`src/rtl/osMatMulPkg.sv`:
```
package osMatMulPkg;

  // Strobes from the sequencer to the datapath.
  typedef struct packed {
    logic clr;  // latch operands, zero accumulators and pipes
    logic run;  // a computation step is in progress this cycle
  } mmStrobe_t;

endpackage

```
`src/rtl/osMatMulPe.sv`:
```
module osMatMulPe #(
  parameter int OPW  = 8,
  parameter int ACCW = 18
) (
  input  logic                   clk,
  input  logic                   rstN,
  input  logic                   clr,
  input  logic                   en,
  input  logic signed [OPW-1:0]  aIn,
  input  logic signed [OPW-1:0]  bIn,
  output logic signed [ACCW-1:0] acc
);
  localparam int PW  = 2 * OPW;
  localparam int EXT = ACCW - PW;

  logic signed [PW-1:0]   prod;
  logic signed [ACCW-1:0] prodExt;

  always_comb begin
    prod    = aIn * bIn;
    prodExt = {{EXT{prod[PW-1]}}, prod};
  end

  always_ff @(posedge clk) begin
    if (!rstN)      acc <= '0;
    else if (clr)   acc <= '0;
    else if (en)    acc <= acc + prodExt;
  end
endmodule

```
`src/rtl/osMatMulCtrl.sv`:
```
module osMatMulCtrl
  import osMatMulPkg::*;
#(
  parameter int DIM    = 3,
  parameter int STEP_W = 4
) (
  input  logic              clk,
  input  logic              rstN,
  input  logic              start,
  output mmStrobe_t         strb,
  output logic [STEP_W-1:0] step,
  output logic              done
);
  // Final step: largest i+j+k+1 over the grid.
  localparam logic [STEP_W-1:0] LAST = STEP_W'(3 * DIM - 2);

  logic busy;

  always_comb begin
    strb.clr = start & ~busy;
    strb.run = busy;
  end

  always_ff @(posedge clk) begin
    if (!rstN) begin
      busy <= 1'b0;
      step <= '0;
      done <= 1'b0;
    end else begin
      done <= 1'b0;
      if (strb.clr) begin
        busy <= 1'b1;
        step <= STEP_W'(1);
      end else if (busy) begin
        if (step == LAST) begin
          busy <= 1'b0;
          step <= '0;
          done <= 1'b1;
        end else begin
          step <= step + STEP_W'(1);
        end
      end
    end
  end
endmodule

```
`src/rtl/osMatMulDatapath.sv`:
```
module osMatMulDatapath
  import osMatMulPkg::*;
#(
  parameter int DIM    = 3,
  parameter int OPW    = 8,
  parameter int ACCW   = 18,
  parameter int STEP_W = 4
) (
  input  logic                    clk,
  input  logic                    rstN,
  input  mmStrobe_t               strb,
  input  logic [STEP_W-1:0]       step,
  input  logic [DIM*DIM*OPW-1:0]  aFlat,
  input  logic [DIM*DIM*OPW-1:0]  bFlat,
  output logic [DIM*DIM*ACCW-1:0] cFlat
);
  logic signed [OPW-1:0] aReg [DIM][DIM];
  logic signed [OPW-1:0] bReg [DIM][DIM];
  logic signed [OPW-1:0] aEdge [DIM];
  logic signed [OPW-1:0] bEdge [DIM];
  logic signed [OPW-1:0] aIn [DIM][DIM];
  logic signed [OPW-1:0] bIn [DIM][DIM];

  // Operand capture on an accepted start.
  always_ff @(posedge clk) begin
    if (!rstN) begin
      for (int r = 0; r < DIM; r++)
        for (int c = 0; c < DIM; c++) begin
          aReg[r][c] <= '0;
          bReg[r][c] <= '0;
        end
    end else if (strb.clr) begin
      for (int r = 0; r < DIM; r++)
        for (int c = 0; c < DIM; c++) begin
          aReg[r][c] <= aFlat[(r*DIM+c)*OPW +: OPW];
          bReg[r][c] <= bFlat[(r*DIM+c)*OPW +: OPW];
        end
    end
  end

  // Skewed edge injection: row r of A and column c of B carry element k
  // at step r+k+1 (resp. c+k+1); every other slot is zero.
  always_comb begin
    for (int r = 0; r < DIM; r++) begin
      aEdge[r] = '0;
      for (int k = 0; k < DIM; k++)
        if (strb.run && step == STEP_W'(r + k + 1)) aEdge[r] = aReg[r][k];
    end
    for (int c = 0; c < DIM; c++) begin
      bEdge[c] = '0;
      for (int k = 0; k < DIM; k++)
        if (strb.run && step == STEP_W'(c + k + 1)) bEdge[c] = bReg[k][c];
    end
  end

  for (genvar r = 0; r < DIM; r++) begin : gRow
    for (genvar c = 0; c < DIM; c++) begin : gCol
      logic signed [ACCW-1:0] acc;

      // A operand source: edge in column 0, else the hop register to the left.
      if (c == 0) begin : gAEdge
        assign aIn[r][c] = aEdge[r];
      end else begin : gAHop
        logic signed [OPW-1:0] aHop;
        always_ff @(posedge clk) begin
          if (!rstN || strb.clr) aHop <= '0;
          else if (strb.run)     aHop <= aIn[r][c-1];
        end
        assign aIn[r][c] = aHop;
      end

      // B operand source: edge in row 0, else the hop register above.
      if (r == 0) begin : gBEdge
        assign bIn[r][c] = bEdge[c];
      end else begin : gBHop
        logic signed [OPW-1:0] bHop;
        always_ff @(posedge clk) begin
          if (!rstN || strb.clr) bHop <= '0;
          else if (strb.run)     bHop <= bIn[r-1][c];
        end
        assign bIn[r][c] = bHop;
      end

      osMatMulPe #(.OPW(OPW), .ACCW(ACCW)) uPe (
        .clk  (clk),
        .rstN (rstN),
        .clr  (strb.clr),
        .en   (strb.run),
        .aIn  (aIn[r][c]),
        .bIn  (bIn[r][c]),
        .acc  (acc)
      );

      assign cFlat[(r*DIM+c)*ACCW +: ACCW] = acc;
    end
  end
endmodule

```
`src/rtl/osMatMul.sv`:
```
module osMatMul
  import osMatMulPkg::*;
#(
  parameter int DIM  = 3,
  parameter int OPW  = 8,
  parameter int ACCW = 2 * OPW + $clog2(DIM)
) (
  input  logic                    clk,
  input  logic                    rstN,
  input  logic                    start,
  input  logic [DIM*DIM*OPW-1:0]  aFlat,
  input  logic [DIM*DIM*OPW-1:0]  bFlat,
  output logic [DIM*DIM*ACCW-1:0] cFlat,
  output logic                    done
);
  localparam int STEP_W = $clog2(3 * DIM) + 1;

  mmStrobe_t         ctrlStrb;
  logic [STEP_W-1:0] stepCnt;

  osMatMulCtrl #(.DIM(DIM), .STEP_W(STEP_W)) uCtrl (
    .clk   (clk),
    .rstN  (rstN),
    .start (start),
    .strb  (ctrlStrb),
    .step  (stepCnt),
    .done  (done)
  );

  osMatMulDatapath #(.DIM(DIM), .OPW(OPW), .ACCW(ACCW), .STEP_W(STEP_W)) uDp (
    .clk   (clk),
    .rstN  (rstN),
    .strb  (ctrlStrb),
    .step  (stepCnt),
    .aFlat (aFlat),
    .bFlat (bFlat),
    .cFlat (cFlat)
  );
endmodule

```
`config.mk`:
```
export PLATFORM = sky130hd
export DESIGN_NAME = osMatMul
export DESIGN_NICKNAME = d
export VERILOG_FILES = /design/src/rtl/osMatMulPkg.sv /design/src/rtl/osMatMulPe.sv /design/src/rtl/osMatMulCtrl.sv /design/src/rtl/osMatMulDatapath.sv /design/src/rtl/osMatMul.sv
export SDC_FILE = /design/constraint.sdc
export NUM_CORES = 2
export LEC_CHECK = 0
export BUFFER_PORTS_ARGS = -buffer_cell sky130_fd_sc_hd__buf_2
export CAP_MARGIN = 20
export CORE_MARGIN = 2
export CORE_UTILIZATION = 43
export CTS_BUF_LIST = sky130_fd_sc_hd__clkbuf_4 sky130_fd_sc_hd__clkbuf_8
export DETAILED_ROUTE_END_ITERATION = 7
export PLACE_DENSITY_LB_ADDON = 0.12
export SLEW_MARGIN = 20
export SYNTH_ARGS = -nofsm -noshare
export SYNTH_HDL_FRONTEND = slang
export SYNTH_HIERARCHICAL = 1
export SYNTH_SLANG_ARGS = --single-unit
```
`constraint.sdc`:
```
create_clock -name clk -period 6.5 [get_ports clk]
set_input_delay 0 -clock clk [delete_from_list [all_inputs] [get_ports clk]]
set_output_delay 0 -clock clk [all_outputs]
set_load 0.05 [all_outputs]
```
==> reports/qor.csv <==
metric,value,unit
clock_tree.buffer_depth,3,
post-synth-top-count-cell,inv_1,
grt_start_max_net_pins,164,
tritoncts,built,
crit_path_cell_trace,"or4b_4, buf_4, nor3_2, nand2_1, fa_1, fa_1, inv_1, fa_1, fa_1, fa_1, ha_1, a21oi_1, nor2b_1, o41ai_2, a31oi_1, xnor2_1, a21oi_1",
setup.reg_to_reg.worst_slack,190,ps
number_of_global_route_vias_before_repair,34185,
num-nets-final,6272,
cp_max_fo,16,
period_minus_slack,6310,ps
detail-route-antenna-nets,0,
floorplan.die.width,329,um
final-setup-viol-count,0,
placement.setup.worst_slack,-97.1,ps
detailedRoute.firstIterationViolations,1615,
vias,32366,
worst_case_vdd_ir_drop,0.145,mV
die_h,329,um
postSynth.topFlopCell,dfxtp_1,
critical_path.reg2reg.endpoint,uDp/gRow[0].gCol[0].uPe/acc[15],
layoutNonFillerInstCount,6494,
timing_worst_setup_path_type,flip-flop to flip-flop,
worstPathRequired,7050,ps
final.setup.tns,0,ps
h-tree-depth,3,
cts_sinks,409,
fp.dieArea,108000,sq um
slew_headroom,0.381,
critPathLaunchType,flip-flop,
timing.reg2reg.worst_path_depth,17,
postLayoutSetupSlackWorst,195,ps
status,completed,
detailedRoute.firstPassIterationCount,7,
classification_of_the_worst_slack_hold_path,input pin to flip-flop,
initial_antenna_violation_count,7,
cpPeakStageDelay,600,ps
place_hpwl,93900,um
crit_path_end_kind,flip-flop,
synth-seq-cells,409,
synth_sequential_area_ratio,0.212,
fp.coreArea,105000,sq um
grt_setup_unrepaired,no,
finalHoldWorstSlack,141,ps
root_buffer,clkbuf_8,
clkSlewWorstSetupHoldPaths,60,ps
drive_above_1_share,0.136,
grt_remaining_overflow,0,
mappedNetlistNets,5747,
num_cts_buffers,81,
groute.usage.overall,0.230,
syn-instance-count,4501,
cpLargestDelayFamily,adder cells,
start_util,0.432,
worst_pin_slew,929,ps
fillerInstances,9859,
portBuffers,309,
drc,0,
wire_per_inst,18.4,um
worst-path-buf-inv,2,
netlist-cell-type-count,87,
top_level_i_o_count,310,
floorplan.rows,119,
timing.critical_path.depth,17,
worstReg2RegStart,uCtrl/step[4],
grt_first_pass_wirelength,193000,um
crit_top_cell,fa_1,
maxCapViolCount,0,
hp-start,aFlat[29],
numPlacedInstances,6149,
crit_arrival,6860,ps
finalHoldViolCount,0,
startpoint,uCtrl/step[4],
synth_commonest_cells,"789 x inv_1, 720 x fa_1, 379 x ha_1",
final_min_period_over_clock_period,0.970,
synthDominantCellAreaShare,0.318,
critPathCapture,uDp/gRow[0].gCol[0].uPe/acc[15],
synth.cell_area,45300,sq um
gp_routability_congestion,0.856,
synth_enable_flop_cells,144,
max_freq,0.159,GHz
vias_per_cell,4.98,
syn_avg_cell_area,10.1,sq um
post_synth_main_area_contributors,"fa_1 32%, dfxtp_1 12%, ha_1 10%",
p_leak,27.6,nW
finalMaxSlewViolations,0,
area_growth_from_synthesis_to_final_layout,15.6,%
clock-skew-final,35.1,ps
ys_async_rst_share,0,
post-synth-top-area-cell,fa_1,
cellPowerDensity,121,nW/um^2
yosysWarningCount,6,
clock_insertion_delay_worst_skew,730,ps
wirelength,120000,um
finalCoreUtilization,0.499,
critical_path.slowest_cell,fa_1,
worst reg2reg max path, cell delays in order, from the launching register on:
cell     delay (ps)
dfxtp_1         330
or4b_4          590
buf_4           270
nor3_2          550
nand2_1         150
fa_1            500
fa_1            510
inv_1            60
fa_1            540
fa_1            600
fa_1            440
ha_1            370
a21oi_1         170
nor2b_1          80
o41ai_2         500
a31oi_1         200
xnor2_1         220
a21oi_1          90
cells in the final DEF, fill, tap and decap left out, types with 26 or more instances in the layout:
cell type,instances
clkbuf_8,89
nand2_1,342
xor2_1,44
buf_4,79
fa_1,719
buf_2,308
xnor2_1,118
a211oi_1,30
nor2b_1,26
nor2_1,301
and2_1,299
o21ai_0,29
ha_1,379
o21ai_1,55
edfxtp_1,144
mux2i_1,143
clkbuf_4,31
inv_1,789
a21oi_1,95
dlygate4sd3_1,179
dfxtp_1,263
nand2b_1,53
and3_1,147
a21o_1,39
metal layers:
metal	vias to the layer above	share of wire	global-route usage
met5	-	0.00012	0
met4	4	0.023	0.0624
met3	133	0.055	0.0432
met2	662	0.46	0.368
met1	16176	0.46	0.320
li1	15391	-	-
logic make-up after synthesis:
group	count (synthesis)	synth area share
fa+ha+maj	1099	0.423
buf+inv	929	0.0789
flops	409	0.212
compound gates	464	0.0779
xor+xnor	162	0.0313
mux	144	0.0318
simple gates	1294	0.145
power by group:
| part | total, mW | leakage [nW] | switching (mW) | internal [mW] |
|---|---|---|---|---|
| sequential | 2.80 | 3.69 | 0.0581 | 2.74 |
| clock | 2.90 | 0.925 | 1.26 | 1.64 |
| combinational | 0.648 | 23.0 | 0.389 | 0.260 |
cell type report:
cell class	instances	area [sq um]	area share
antenna	10	25.0	0.000478
clock buffer	120	1460	0.0278
clock inverter	30	290	0.00554
inverter	799	3000	0.0573
multi-input combinational	3163	32200	0.614
sequential	409	9630	0.184
tap	1391	1740	0.0332
timing repair buffer	572	4050	0.0773
sequential cells by signal (all words and copies together), names as in the netlist:
signal                    count
uCtrl/step                    5
uDp/gRow.gCol.gAHop.aHop     48
uDp/gRow.gCol.gBHop.bHop     48
uDp/aReg                     72
uDp/gRow.gCol.uPe/acc       162
uCtrl/done                    1
uCtrl/busy                    1
uDp/bReg                     72
through the flow:
step,area (sq um),power (mW)
after floorplan,45300,3.20
after global placement,48700,3.41
after detailed placement,48700,3.41
after CTS,52300,6.44
after global routing,52400,6.62
final,52400,6.35
how the worst min path moves through the flow:
stage,depth (start not counted),endpoint
6_report,3,uDp/aReg[0][45]
4_1_cts,3,uDp/aReg[0][45]
3_3_place_gp,2,uDp/aReg[0][33]
2_1_floorplan,1,uCtrl/done
3_5_place_dp,2,uDp/aReg[0][29]
5_1_grt,3,uDp/aReg[0][45]
what timing repair did:
action / 4_1_cts / 5_1_grt
buffers inserted: 0 / 6
endpoints found under the setup margin: 5 / 36
endpoints found under the hold margin: 155 / 0
hold buffers: 179 / 0
resized for setup: 3 / 11
pin swaps: 0 / 1
Note: power is estimated with default switching activity, not from simulation.
